`src/rtl/dds_ld_pkg.sv`:
```
package dds_ld_pkg;

    typedef enum logic [2:0] {
        IDLE,
        ENABLE_PULSE,
        SHIFT_SETUP,
        SHIFT_HIGH,
        SHIFT_LOW,
        LATCH_PULSE,
        DONE
    } ld_state_t;

    function automatic int max3(input int a, input int b, input int c);
        int m;
        m = (a > b) ? a : b;
        return (m > c) ? m : c;
    endfunction

endpackage

```
`src/rtl/dds_ld_order.sv`:
```
// Maps frequency and control fields into send order: bit i of ordered_o
// is the i-th bit to leave on the serial line.
module dds_ld_order #(
    parameter int FREQ_W    = 32,
    parameter int CTRL_W    = 8,
    parameter bit MSB_FIRST = 1'b0,
    localparam int WORD_W   = FREQ_W + CTRL_W
) (
    input  logic [FREQ_W-1:0] freq_i,
    input  logic [CTRL_W-1:0] ctrl_i,
    output logic [WORD_W-1:0] ordered_o
);

    generate
        for (genvar i = 0; i < FREQ_W; i++) begin : g_freq
            if (MSB_FIRST) begin : g_rev
                assign ordered_o[i] = freq_i[FREQ_W-1-i];
            end else begin : g_fwd
                assign ordered_o[i] = freq_i[i];
            end
        end
        for (genvar j = 0; j < CTRL_W; j++) begin : g_ctrl
            if (MSB_FIRST) begin : g_rev
                assign ordered_o[FREQ_W+j] = ctrl_i[CTRL_W-1-j];
            end else begin : g_fwd
                assign ordered_o[FREQ_W+j] = ctrl_i[j];
            end
        end
    endgenerate

endmodule

```
`src/rtl/dds_ld_fsm.sv`:
```
module dds_ld_fsm
    import dds_ld_pkg::*;
#(
    parameter int WORD_W    = 40,
    parameter int BCLK_HI   = 2,
    parameter int BCLK_LO   = 2,
    parameter int SETUP_CYC = 1,
    parameter int WCLK_HI   = 3,
    localparam int TMR_MAX  = max3(BCLK_HI, BCLK_LO, max3(SETUP_CYC, WCLK_HI, 1)),
    localparam int TW       = $clog2(TMR_MAX + 1),
    localparam int CW       = $clog2(WORD_W)
) (
    input  logic              clk,
    input  logic              rst_n,
    input  logic              req_valid,
    input  logic [WORD_W-1:0] ordered_i,
    output logic              ready_o,
    output logic              sdat_o,
    output logic              bclk_o,
    output logic              wclk_o
);

    localparam logic [TW-1:0] T_SETUP = TW'(SETUP_CYC - 1);
    localparam logic [TW-1:0] T_HI    = TW'(BCLK_HI - 1);
    localparam logic [TW-1:0] T_LO    = TW'(BCLK_LO - 1);
    localparam logic [TW-1:0] T_WCLK  = TW'(WCLK_HI - 1);
    localparam logic [TW-1:0] T_BOOT  = TW'(WCLK_HI);
    localparam logic [CW-1:0] LAST    = CW'(WORD_W - 1);

    typedef struct packed {
        ld_state_t         st;
        logic [TW-1:0]     tmr;
        logic [CW-1:0]     cnt;
        logic [WORD_W-1:0] word;
        logic              sdat;
        logic              bclk;
        logic              wclk;
    } regs_t;

    regs_t r_q, r_d;

    always_comb begin
        r_d = r_q;
        unique case (r_q.st)
            ENABLE_PULSE: begin
                if (r_q.tmr == '0) begin
                    r_d.wclk = 1'b0;
                    r_d.st   = DONE;
                end else begin
                    r_d.wclk = 1'b1;
                    r_d.tmr  = r_q.tmr - 1'b1;
                end
            end
            IDLE: begin
                r_d.bclk = 1'b0;
                r_d.wclk = 1'b0;
                if (req_valid) begin
                    r_d.word = ordered_i;
                    r_d.sdat = ordered_i[0];
                    r_d.cnt  = '0;
                    r_d.tmr  = T_SETUP;
                    r_d.st   = SHIFT_SETUP;
                end
            end
            SHIFT_SETUP: begin
                if (r_q.tmr == '0) begin
                    r_d.bclk = 1'b1;
                    r_d.tmr  = T_HI;
                    r_d.st   = SHIFT_HIGH;
                end else begin
                    r_d.tmr = r_q.tmr - 1'b1;
                end
            end
            SHIFT_HIGH: begin
                if (r_q.tmr == '0) begin
                    r_d.bclk = 1'b0;
                    r_d.tmr  = T_LO;
                    r_d.st   = SHIFT_LOW;
                end else begin
                    r_d.tmr = r_q.tmr - 1'b1;
                end
            end
            SHIFT_LOW: begin
                if (r_q.tmr != '0) begin
                    r_d.tmr = r_q.tmr - 1'b1;
                end else if (r_q.cnt == LAST) begin
                    r_d.wclk = 1'b1;
                    r_d.tmr  = T_WCLK;
                    r_d.st   = LATCH_PULSE;
                end else begin
                    r_d.cnt  = r_q.cnt + 1'b1;
                    r_d.sdat = r_q.word[r_q.cnt + 1'b1];
                    r_d.tmr  = T_SETUP;
                    r_d.st   = SHIFT_SETUP;
                end
            end
            LATCH_PULSE: begin
                if (r_q.tmr == '0) begin
                    r_d.wclk = 1'b0;
                    r_d.st   = DONE;
                end else begin
                    r_d.tmr = r_q.tmr - 1'b1;
                end
            end
            DONE: begin
                r_d.st = IDLE;
            end
            default: begin
                r_d.st = IDLE;
            end
        endcase
    end

    always_ff @(posedge clk) begin
        if (!rst_n) begin
            r_q.st   <= ENABLE_PULSE;
            r_q.tmr  <= T_BOOT;
            r_q.cnt  <= '0;
            r_q.word <= '0;
            r_q.sdat <= 1'b0;
            r_q.bclk <= 1'b0;
            r_q.wclk <= 1'b0;
        end else begin
            r_q <= r_d;
        end
    end

    assign ready_o = (r_q.st == IDLE);
    assign sdat_o  = r_q.sdat;
    assign bclk_o  = r_q.bclk;
    assign wclk_o  = r_q.wclk;

    AST_IDLE_QUIET: assert property (@(posedge clk) disable iff (!rst_n)
        ready_o |-> (!bclk_o && !wclk_o));
    AST_NO_OVERLAP: assert property (@(posedge clk) disable iff (!rst_n)
        !(bclk_o && wclk_o));
    AST_SETUP_HELD: assert property (@(posedge clk) disable iff (!rst_n)
        $rose(bclk_o) |-> $stable(sdat_o));
    AST_HOLD_HELD: assert property (@(posedge clk) disable iff (!rst_n)
        $fell(bclk_o) |-> $stable(sdat_o));
    AST_LATCH_AFTER_LAST: assert property (@(posedge clk) disable iff (!rst_n)
        (r_q.st == LATCH_PULSE) |-> (r_q.cnt == LAST && !bclk_o));
    AST_BUSY_NO_READY: assert property (@(posedge clk) disable iff (!rst_n)
        wclk_o |-> !ready_o);
    AST_WORD_FROZEN: assert property (@(posedge clk) disable iff (!rst_n)
        !ready_o |=> $stable(r_q.word));
    AST_CNT_RANGE: assert property (@(posedge clk) disable iff (!rst_n)
        r_q.cnt <= LAST);

endmodule

```
`src/rtl/dds_serial_loader.sv`:
```
module dds_serial_loader #(
    parameter int FREQ_W    = 32,
    parameter int CTRL_W    = 8,
    parameter int BCLK_HI   = 2,
    parameter int BCLK_LO   = 2,
    parameter int SETUP_CYC = 1,
    parameter int WCLK_HI   = 3,
    parameter bit MSB_FIRST = 1'b0
) (
    input  logic              clk,
    input  logic              rst_n,
    input  logic              req_valid,
    output logic              req_ready,
    input  logic [FREQ_W-1:0] req_freq,
    input  logic [CTRL_W-1:0] req_ctrl,
    output logic              busy,
    output logic              ser_data,
    output logic              bit_clk,
    output logic              word_clk
);

    localparam int WORD_W = FREQ_W + CTRL_W;

    logic [WORD_W-1:0] ordered;

    dds_ld_order #(
        .FREQ_W   (FREQ_W),
        .CTRL_W   (CTRL_W),
        .MSB_FIRST(MSB_FIRST)
    ) u_order (
        .freq_i   (req_freq),
        .ctrl_i   (req_ctrl),
        .ordered_o(ordered)
    );

    dds_ld_fsm #(
        .WORD_W   (WORD_W),
        .BCLK_HI  (BCLK_HI),
        .BCLK_LO  (BCLK_LO),
        .SETUP_CYC(SETUP_CYC),
        .WCLK_HI  (WCLK_HI)
    ) u_fsm (
        .clk      (clk),
        .rst_n    (rst_n),
        .req_valid(req_valid),
        .ordered_i(ordered),
        .ready_o  (req_ready),
        .sdat_o   (ser_data),
        .bclk_o   (bit_clk),
        .wclk_o   (word_clk)
    );

    assign busy = !req_ready;

    AST_BUSY_INVERSE: assert property (@(posedge clk) disable iff (!rst_n)
        busy != req_ready);

endmodule

```
`config.mk`:
```
export PLATFORM = sky130hd
export DESIGN_NAME = dds_serial_loader
export DESIGN_NICKNAME = d
export VERILOG_FILES = /design/src/rtl/dds_ld_pkg.sv /design/src/rtl/dds_ld_order.sv /design/src/rtl/dds_ld_fsm.sv /design/src/rtl/dds_serial_loader.sv
export SDC_FILE = /design/constraint.sdc
export NUM_CORES = 1
export LEC_CHECK = 0
export ABC_AREA = 1
export CORE_MARGIN = 1
export CORE_UTILIZATION = 45
export DETAILED_ROUTE_END_ITERATION = 6
export PLACE_DENSITY_LB_ADDON = 0.05
export SLEW_MARGIN = 0
export SYNTH_ARGS = -nofsm -noshare
export SYNTH_HDL_FRONTEND = slang
export SYNTH_HIERARCHICAL = 1
export SYNTH_SLANG_ARGS = --single-unit
```
`constraint.sdc`:
```
create_clock -name clk -period 1.9 [get_ports clk]
set_input_delay 0.38 -clock clk [delete_from_list [all_inputs] [get_ports clk]]
set_output_delay 0.38 -clock clk [all_outputs]
set_load 0.005 [all_outputs]
```
-- Word level (Yosys, flattened, before mapping)
Index checks and enable logic that the tools add are counted.
- flip-flop bits (word level): 54
- output and inout bits: 5
- logic and storage cells: 67
- add/sub/neg operators: 2
- $lt $le $gt $ge: 1
- equal/unequal tests: 15
- multiplexer cells: 26
- reductions and logical operators: 16
- operators by type and width (cell ; count):
    52-bit 2-to-1 mux ; 1
    3-bit case mux with 5 select lines ; 1
    3-bit 2-to-1 mux ; 4
    6-bit 2-to-1 mux ; 2
    6-bit case mux with 2 select lines ; 1
    2-bit by 1-bit != test with 1-bit output, second input constant ; 5
    1-bit 2-to-1 mux ; 8
    2-bit != test, second input constant ; 4
    2-bit case mux with 4 select lines ; 1
    4-bit AND reduction ; 2
    4-bit nonzero test ; 2
    6-bit by 7-bit < comparator with 1-bit output, second input constant ; 1
    6-bit by 1-bit adder with 6-bit output, second input constant ; 1
    1-bit binary-select mux with 6-bit select ; 1
    3-bit by 2-bit == test with 1-bit output, second input constant ; 2
    3-bit == test, second input constant ; 2
    6-bit == test, second input constant ; 1
    2-bit 2-to-1 mux ; 3
    3-bit AND reduction ; 2
    5-bit 2-to-1 mux ; 1
    5-bit AND reduction ; 1
    1-bit case mux with 4 select lines ; 1
    2-bit nonzero test ; 2
    2-bit OR reduction ; 2
    other kinds (9) ; 9

-- Longest topological paths before layout
Gate-level depths: netlist of the first run.
- depth after elaboration: 6
- depth in mapped cells: 12
- depth with buffers taken out: 12

-- Modules after synthesis
The synthesis of the first run kept the hierarchy.
- modules (own cells, without submodules) (module ; instances ; cells an instance ; area each (um^2)):
    dds_ld_fsm ; 1 ; 380 ; 2696.3
    dds_ld_order ; 1 ; 40 ; 300.3
    dds_serial_loader ; 1 ; 1 ; 3.8

-- Least setup slack after synthesis of the first run
No wires, ideal clock.
- path type: register to register
- start: register u_fsm/r_q[44] in the netlist's numbering
- end: register u_fsm.r_q (netlist bit u_fsm/sdat_o)
- arrival time: 1.469 ns
- required time: 1.833 ns
- path slack: 0.364 ns
- stages on the path, launching flop included: 11
- clock period less this slack: 1.536 ns
- cell sequence: dfxtp_1 -> ha_1 -> clkbuf_1 -> nand3_1 -> nand3_1 -> nand3_1 -> nand3_1 -> nand3_1 -> nand2_1 -> nand2_1 -> a21oi_2
- longest elaborated chain between the ends: 6
- elaborated cells on any way between the ends: 9
- those cells by class: 1 x add/sub; 2 x eq/ne; 5 x mux; 1 x reduce/logical
- ends and longest elaborated chain (item ; RTL line ; source):
    start, declared ; dds_ld_fsm.sv:40 ; regs_t r_q, r_d;
    start signal, assigned ; dds_ld_fsm.sv:124 ; r_q <= r_d;
    6-bit by 1-bit adder with 6-bit output ; dds_ld_fsm.sv:92 ; r_d.sdat = r_q.word[r_q.cnt + 1'b1];
    1-bit binary-select mux with 6-bit select ; dds_ld_fsm.sv:92 ;
    1-bit 2-to-1 mux (implied by the code) ; dds_ld_fsm.sv:92 ;
    1-bit 2-to-1 mux ; dds_ld_fsm.sv:86 ; end else if (r_q.cnt == LAST) begin
    1-bit 2-to-1 mux ; dds_ld_fsm.sv:84 ; if (r_q.tmr != '0) begin
    1-bit case mux with 2 select lines ; dds_ld_fsm.sv:44 ; unique case (r_q.st)
Several ways; a longest one is shown, not always the timed one. The select of a mux whose other input is x is not followed.
A chain may end at the register's enable or synchronous reset.

-- Final worst setup path of the first run
- start: register u_fsm/r_q[52] in the netlist's numbering
- end: output busy
- longest elaborated chain between the ends: 2
- ends and longest elaborated chain (item ; RTL line ; source):
    3-bit zero test ; dds_ld_fsm.sv:128 ; assign ready_o = (r_q.st == IDLE);
    1-bit zero test ; dds_serial_loader.sv:53 ; assign busy = !req_ready;
    end, declared ; dds_serial_loader.sv:16 ; output logic busy,
Every way passes these cells.

==> results.txt, run 1 <==
----------------------------------------------------
[Run status]
  Outcome ... finished clean

[Power]
  Power density normalized to cell area ... 1100 mW/mm2
  Lkg Pwr ... 1.32 nW
  Max IR drop VDD ... 1000 uV

[Drt]
  Post-detailed-routing wire length ... 6200 um
  Detailed router's first-iteration violation count ... 128
  Ratio of routed vias to standard cells ... 4.98
  DR DRC count ... 0
  Antenna Nets Post-Route ... 0
  Routed length per instance ... 12.3 um
  Iteration count of the initial detailed-routing pass ... 4
  Routed vias ... 2,507

[Floorplanning]
  Area of the core region ... 0.00639 mm2
  Number of standard-cell rows in the floorplan ... 29
  DIE WIDTH ... 83.7 um
  Effective utilization at floorplan ... 0.470
  I/O pin count ... 48
  Height of the die ... 83.7 um
  Total die area ... 0.00700 mm2

[Yosys]
  Synthesized netlist net count ... 468
  Number of distinct library cells after synthesis ... 29
  Synth Cell Area ... 0.00300 mm2
  Synthesized-area fraction occupied by and/or/nand/nor cells ... 0.204
  Main combinational cell family by area after synthesis ... buffers and inverters
  Number of instances in the synthesized netlist ... 421
  Synthesized-area fraction occupied by xor and xnor cells ... 0.00584
  Number of warnings printed during yosys synthesis ... 6
  Compound-cell area share of the yosys netlist ... 0.198
  Fraction of synthesized area in multiplexers ... 0
  Seq/Total Area, Yosys ... 0.360
  Fraction of the mapped netlist area in adder cells ... 0.0167
  #FFs+latches synth ... 54
  Average cell area after synthesis ... 7.13 um2

[Global route]
  Antenna violations before repair ... 0
  Largest net degree at the start of global routing ... 75
  Number of global-route vias before repair ... 2,369
  Overflow after GRT ... 0
  Global Route Usage Sum ... 0.188
  Wire length of the first global-routing pass ... 10,800 um

[Worst setup path]
  Crit Path Category ... flip-flop to output port
  Arrival time worst endpoint ... 1.45 ns
  Largest stage delay on the critical path ... 0.43 ns
  Critical R2R Launch ... u_fsm/r_q[49]$_SDFFE_PN1P_
  Startpoint types ... flip-flop
  Highest fanout seen on the critical path ... 6
  Cell with the biggest individual delay on the critical path ... clkdlybuf4s50_1
  Data required, critical path ... 1.52 ns
  Critical path, cell by cell ... nor2_2 -> inv_2 -> nor2_4 -> inv_1 -> clkdlybuf4s50_1
  CP Capture Type ... output port
  Worst Reg-to-Reg Cells ... 8
  Source of the critical timing path ... u_fsm/r_q[52]$_SDFFE_PN0P_
  RR Endpoint ... u_fsm/r_q[53]$_SDFFE_PN0P_
  Capturing instance or port of the critical path ... busy
  Reg-to-reg setup timing slack ... 0.22 ns

[Place]
  Buffers added on ports ... 47
  Detailed-placement wirelength estimate ... 4530 um
  Placed cell count ... 495
  Weighted congestion reported at the end of routability-driven placement ... 0.894

[Timing]
  Pin slew with the least headroom to its limit ... 0.414 ns
  Final hold vios ... 0
  Fmax ... 0.546 GHz
  Final max-slew violation count ... 0
  Count of endpoints failing setup in the final report ... 0
  Final total negative setup slack ... 0 ns
  Share of the clock period used by the worst path after layout ... 0.963
  Slew HR ... 0.724
  RSZ-0062 raised after global routing ... false
  Minimum clock period ... 1.83 ns
  Final Skew ... 0.00554 ns

[Cells and area]
  Filler Cell Count ... 672
  Fraction of final layout cells sized beyond drive strength 1 ... 0.0798
  Sequential cell area ... 0.00109 mm2
  Area Overhead vs Synth ... 10.4%
  Area occupied by multi-input gates ... 0.00128 mm2
  Layout net count ... 473
  Number of antenna cells inserted ... 0
  Post-route insts no fill ... 503

[Job]
  Max capacitance violation total ... 0

[Clock tree]
  H-tree depth ... 2
  Max Root-Sink Buffers ... 2
  Clock transition at the registers of the reported paths ... 0.09 ns
  Clock network latency to the later pin of the worst-skew pair ... 0.30 ns
  CTS tree ... done
  Number of CTS-inserted buffers ... 5
  Hold buffers post-CTS ... 0
  Clock root buffer ... clkbuf_8
  Sinks on the clock net ... 54

[Min path]
  Worst Hold Depth ... 2
  Worst hold path type ... flip-flop to flip-flop

----------------------------------------------------
-- per-stage QoR --
stage          setup WS [ns]  utilization  total power [W]  hold slack [ns]  area, um2
6_report              0.0702        0.519          0.00365            0.457       3310
5_1_grt              0.00249        0.519          0.00396            0.473       3310
4_1_cts               0.0155        0.517          0.00366            0.460       3300
3_5_place_dp          0.0902        0.503          0.00302            0.444       3210
3_3_place_gp          0.0934        0.503          0.00301            0.443       3210
2_1_floorplan          0.364            -          0.00270            0.429       3000
-- cell type report --
class                      instances  share of cell area
multi-input combinational        251               0.385
timing repair buffer              56               0.167
inverter                          58              0.0676
sequential                        54               0.328
clock buffer                       7              0.0230
tap                               77              0.0291
-- synthesized netlist by cell type, drive strengths merged --
master	number	area, um2
a311oi	1	8.76
inv	57	216
nand4	2	12.5
o221ai	1	8.76
nor2	31	151
ha	4	50.1
nor3	3	20.0
nand2	63	236
buf	51	399
dfxtp	54	1080
a21oi	47	239
o211ai	7	52.6
clkinv	1	3.75
xor2	2	17.5
nor4	1	6.26
o21ai	51	267
nand3	37	185
clkbuf	7	26.3
o21bai	1	18.8
-- state kept, by name, indices dropped and copies added, names as in the netlist --
signal,count
u_fsm/r_q,51
u_fsm/bclk_o,1
u_fsm/sdat_o,1
u_fsm/wclk_o,1
-- cell families after synthesis --
| logic type | after synthesis |
|---|---|
| xor+xnor | 2 |
| fa+ha+maj | 4 |
| buf+inv | 116 |
| simple gates | 137 |
| compound gates | 108 |
| flops | 54 |
-- worst max-delay path, delay by kind of cell, from the launching register on --
kind	cells	cell delay (ns)
buffers and inverters	3	0.55
AND/OR/NAND/NOR	2	0.21
flip-flops	1	0.38
-- worst min-delay path by stage --
stage          slack, ns                         end                       start
4_1_cts             0.46   u_fsm/r_q[6]$_SDFFE_PN0P_   u_fsm/r_q[6]$_SDFFE_PN0P_
2_1_floorplan       0.43  u_fsm/r_q[21]$_SDFFE_PN0P_  u_fsm/r_q[21]$_SDFFE_PN0P_
3_3_place_gp        0.44  u_fsm/r_q[10]$_SDFFE_PN0P_  u_fsm/r_q[10]$_SDFFE_PN0P_
6_report            0.46  u_fsm/r_q[33]$_SDFFE_PN0P_  u_fsm/r_q[33]$_SDFFE_PN0P_
3_5_place_dp        0.44   u_fsm/r_q[6]$_SDFFE_PN0P_   u_fsm/r_q[6]$_SDFFE_PN0P_
5_1_grt             0.47  u_fsm/r_q[33]$_SDFFE_PN0P_  u_fsm/r_q[33]$_SDFFE_PN0P_
-- routing by layer --
layer / wire length (um) / vias up / share of wire / global-route usage
li1: - / 1331 / - / -
met1: 3180 / 1117 / 0.51 / 0.267
met2: 2670 / 54 / 0.43 / 0.296
met3: 301 / 5 / 0.049 / 0.0366
met4: 56 / 0 / 0.0090 / 0.0416
met5: 0 / - / 0 / 0
-- cells in the final DEF (no fill, tap or decap), types with 3 or more instances in the layout --
cell             instances
inv_1                   51
dfxtp_1                 52
clkdlybuf4s50_1         46
clkbuf_8                 5
o21ai_1                 20
a21oi_1                 46
nor2_4                   4
nor2_2                   3
nand2_1                 63
o21ai_0                 30
inv_2                    5
nor2_1                  24
o211ai_1                 7
nand3_1                 37
ha_1                     4
buf_4                    8
-- where the power goes --
part | switching [W] | internal (W)
clock network | 0.000356 | 0.000255
logic | 0.000889 | 0.000625
registers | 0.000131 | 0.00139
total | 0.00138 | 0.00227
-- repair_timing --
action	in CTS	in global routing
buffers inserted	1	0
endpoints found under the setup margin	2	4
resized for setup	1	5
pin swaps	1	0
cloned	0	0
No activity file was read; power rests on OpenSTA's default activity.
==> inputs of run 2 (changes only) <==
Settings changed: SYNTH_HIERARCHICAL 1 to default.
==> results.txt, run 2 <==
----------------------------------------------------
[Place]
  Weighted congestion reported at the end of routability-driven placement ... 0.922
  Placed cell count ... 501
  Detailed-placement wirelength estimate ... 4630 um
  Buffers added on ports ... 47

[Power]
  Max IR drop VDD ... 843 uV
  Power density normalized to cell area ... 1050 mW/mm2
  Lkg Pwr ... 1.36 nW

[Drt]
  Post-detailed-routing wire length ... 6470 um
  Routed vias ... 2,596
  Ratio of routed vias to standard cells ... 5.09
  Detailed router's first-iteration violation count ... 109
  Iteration count of the initial detailed-routing pass ... 4
  Antenna Nets Post-Route ... 0
  DR DRC count ... 0
  Routed length per instance ... 12.7 um

[Timing]
  Share of the clock period used by the worst path after layout ... 0.904
  Final total negative setup slack ... 0 ns
  Pin slew with the least headroom to its limit ... 0.599 ns
  RSZ-0062 raised after global routing ... false
  Minimum clock period ... 1.72 ns
  Fmax ... 0.582 GHz
  Count of endpoints failing setup in the final report ... 0
  Final max-slew violation count ... 0
  Final hold vios ... 0
  Slew HR ... 0.600
  Final Skew ... 0.00324 ns

[Job]
  Max capacitance violation total ... 0

[Clock tree]
  Clock network latency to the later pin of the worst-skew pair ... 0.31 ns
  Hold buffers post-CTS ... 0
  Sinks on the clock net ... 54
  H-tree depth ... 2
  Max Root-Sink Buffers ... 2
  Clock root buffer ... clkbuf_8
  CTS tree ... done
  Clock transition at the registers of the reported paths ... 0.09 ns
  Number of CTS-inserted buffers ... 5

[Global route]
  Number of global-route vias before repair ... 2,468
  Global Route Usage Sum ... 0.224
  Wire length of the first global-routing pass ... 11,000 um
  Overflow after GRT ... 0
  Largest net degree at the start of global routing ... 49
  Antenna violations before repair ... 0

[Cells and area]
  Most frequent standard cell in the layout excluding fill and tap cells ... nand2_1
  Register ranked first by flip-flop count ... u_fsm.r_q
  End-of-flow core utilization ... 0.600
  Max FFs per register ... 51
  Number of antenna cells inserted ... 0
  Commonest cells after routing, fill and taps aside ... 83 x nand2_1, 55 x a21oi_1, 52 x dfxtp_1, 50 x inv_1
  Post-route insts no fill ... 510
  Layout net count ... 484
  Area Overhead vs Synth ... 25.8%
  Fraction of final layout cells sized beyond drive strength 1 ... 0.0845

[Yosys]
  Number of warnings printed during yosys synthesis ... 0
  Count of flip-flops with a built-in enable after synthesis ... 0
  Average cell area after synthesis ... 6.86 um2
  Main combinational cell family by area after synthesis ... simple AND/OR/NAND/NOR gates
  Fraction of the mapped netlist area in adder cells ... 0.0187
  Seq/Total Area, Yosys ... 0.404
  Synthesized netlist net count ... 437
  Leading register cell type out of synthesis ... dfxtp_1
  Largest area contributor in the netlist ... dfxtp_1
  Top cells by instance count after synthesis ... 83 x nand2_1, 55 x a21oi_1, 54 x dfxtp_1
  Most frequent cell after synthesis ... nand2_1
  Async set-or-reset flop fraction in the synthesized netlist ... 0
  Fraction of synthesized area in multiplexers ... 0
  Compound-cell area share of the yosys netlist ... 0.210
  Number of distinct library cells after synthesis ... 25
  Synth Cell Area ... 0.00268 mm2
  #FFs+latches synth ... 54
  Number of instances in the synthesized netlist ... 390
  Synthesized-area fraction occupied by xor and xnor cells ... 0.00655
  Cell types occupying the most area after synthesis ... dfxtp_1 40%, nand2_1 12%, a21oi_1 10%, nand3_1 8.4%, o21ai_0 7.5%
  Area share of the largest cell type after synthesis ... 0.404
  Synthesized-area fraction occupied by and/or/nand/nor cells ... 0.251

[Worst setup path]
  Startpoint types ... flip-flop
  CP Capture Type ... flip-flop
  Data required, critical path ... 2.08 ns
  Crit Path Category ... flip-flop to flip-flop
  Highest fanout seen on the critical path ... 6
  Arrival time worst endpoint ... 1.89 ns

[Run status]
  Outcome ... finished clean

[Floorplanning]
  Area of the core region ... 0.00561 mm2
  I/O pin count ... 48
  Total die area ... 0.00626 mm2
  Height of the die ... 79.1 um
  Number of standard-cell rows in the floorplan ... 27
  DIE WIDTH ... 79.1 um
  Effective utilization at floorplan ... 0.477

[Min path]
  Worst hold path type ... flip-flop to flip-flop

----------------------------------------------------
## run 2: timing repair
action	in CTS	in global routing
resized for setup	4	4
buffers inserted	1	0
setup endpoints to repair	2	3
## run 2: area by class of cell
class | instances | area [um2]
clock buffers | 7 | 86.3
clock inverters | 1 | 5.00
fillers | 587 | 2240
inverters | 56 | 216
multi-input cells | 261 | 1300
flip-flops and latches | 54 | 1090
well taps | 72 | 90.1
repair buffers | 59 | 578
## run 2: worst max-delay path, cell delays in order, from the launching register on
cell and delay [ns]:
dfxtp_1 0.40, inv_1 0.09, ha_1 0.26, inv_1 0.17, nand2_1 0.09, nand2_2 0.11
inv_1 0.05, o211ai_1 0.09, inv_1 0.11, o21ai_0 0.10, o211ai_1 0.13
## run 2: cells by family after synthesis
family / count (synthesis)
xor+xnor: 2
compound gates: 105
fa+ha+maj: 4
flops: 54
simple gates: 150
buf+inv: 75
## run 2: metrics by stage
step | setup WS [ns] | hold WS (ns) | instance area [um2] | power, W
global placement | 0.171 | 0.442 | 3250 | 0.00282
global route | 0.0229 | 0.479 | 3370 | 0.00378
floorplan | 0.436 | 0.429 | 2680 | 0.00241
detailed placement | 0.134 | 0.444 | 3250 | 0.00285
CTS | 0.00191 | 0.457 | 3360 | 0.00355
finish | 0.183 | 0.454 | 3370 | 0.00352
## run 2: worst paths after layout
kind	from	to	slack, ns	cells after the start
hold / removal	u_fsm.r_q[30]$_SDFFE_PN0P_	u_fsm.r_q[30]$_SDFFE_PN0P_	0.45	2
setup reg to reg	u_fsm.r_q[49]$_SDFFE_PN1P_	u_fsm.r_q[51]$_SDFFE_PN1P_	0.18	10
setup / recovery	u_fsm.r_q[49]$_SDFFE_PN1P_	u_fsm.r_q[51]$_SDFFE_PN1P_	0.18	10
hold reg to reg	u_fsm.r_q[30]$_SDFFE_PN0P_	u_fsm.r_q[30]$_SDFFE_PN0P_	0.45	2
## run 2: routing by layer
| layer | up-vias | track usage | routed length (um) |
|---|---|---|---|
| met2 | 58 | 0.378 | 2920 |
| met5 | - | 0 | 0 |
| met4 | 0 | 0.0709 | 114 |
| li1 | 1357 | - | - |
| met1 | 1170 | 0.283 | 3200 |
| met3 | 11 | 0.0494 | 233 |
## run 2: where the power goes
| group | total [W] | leakage [nW] | switching, W | internal (W) |
|---|---|---|---|---|
| clock | 0.000658 | 0.0482 | 0.000363 | 0.000295 |
| combinational | 0.00137 | 0.868 | 0.000797 | 0.000569 |
| sequential | 0.00150 | 0.441 | 0.000123 | 0.00137 |
| total | 0.00352 | 1.36 | 0.00128 | 0.00224 |
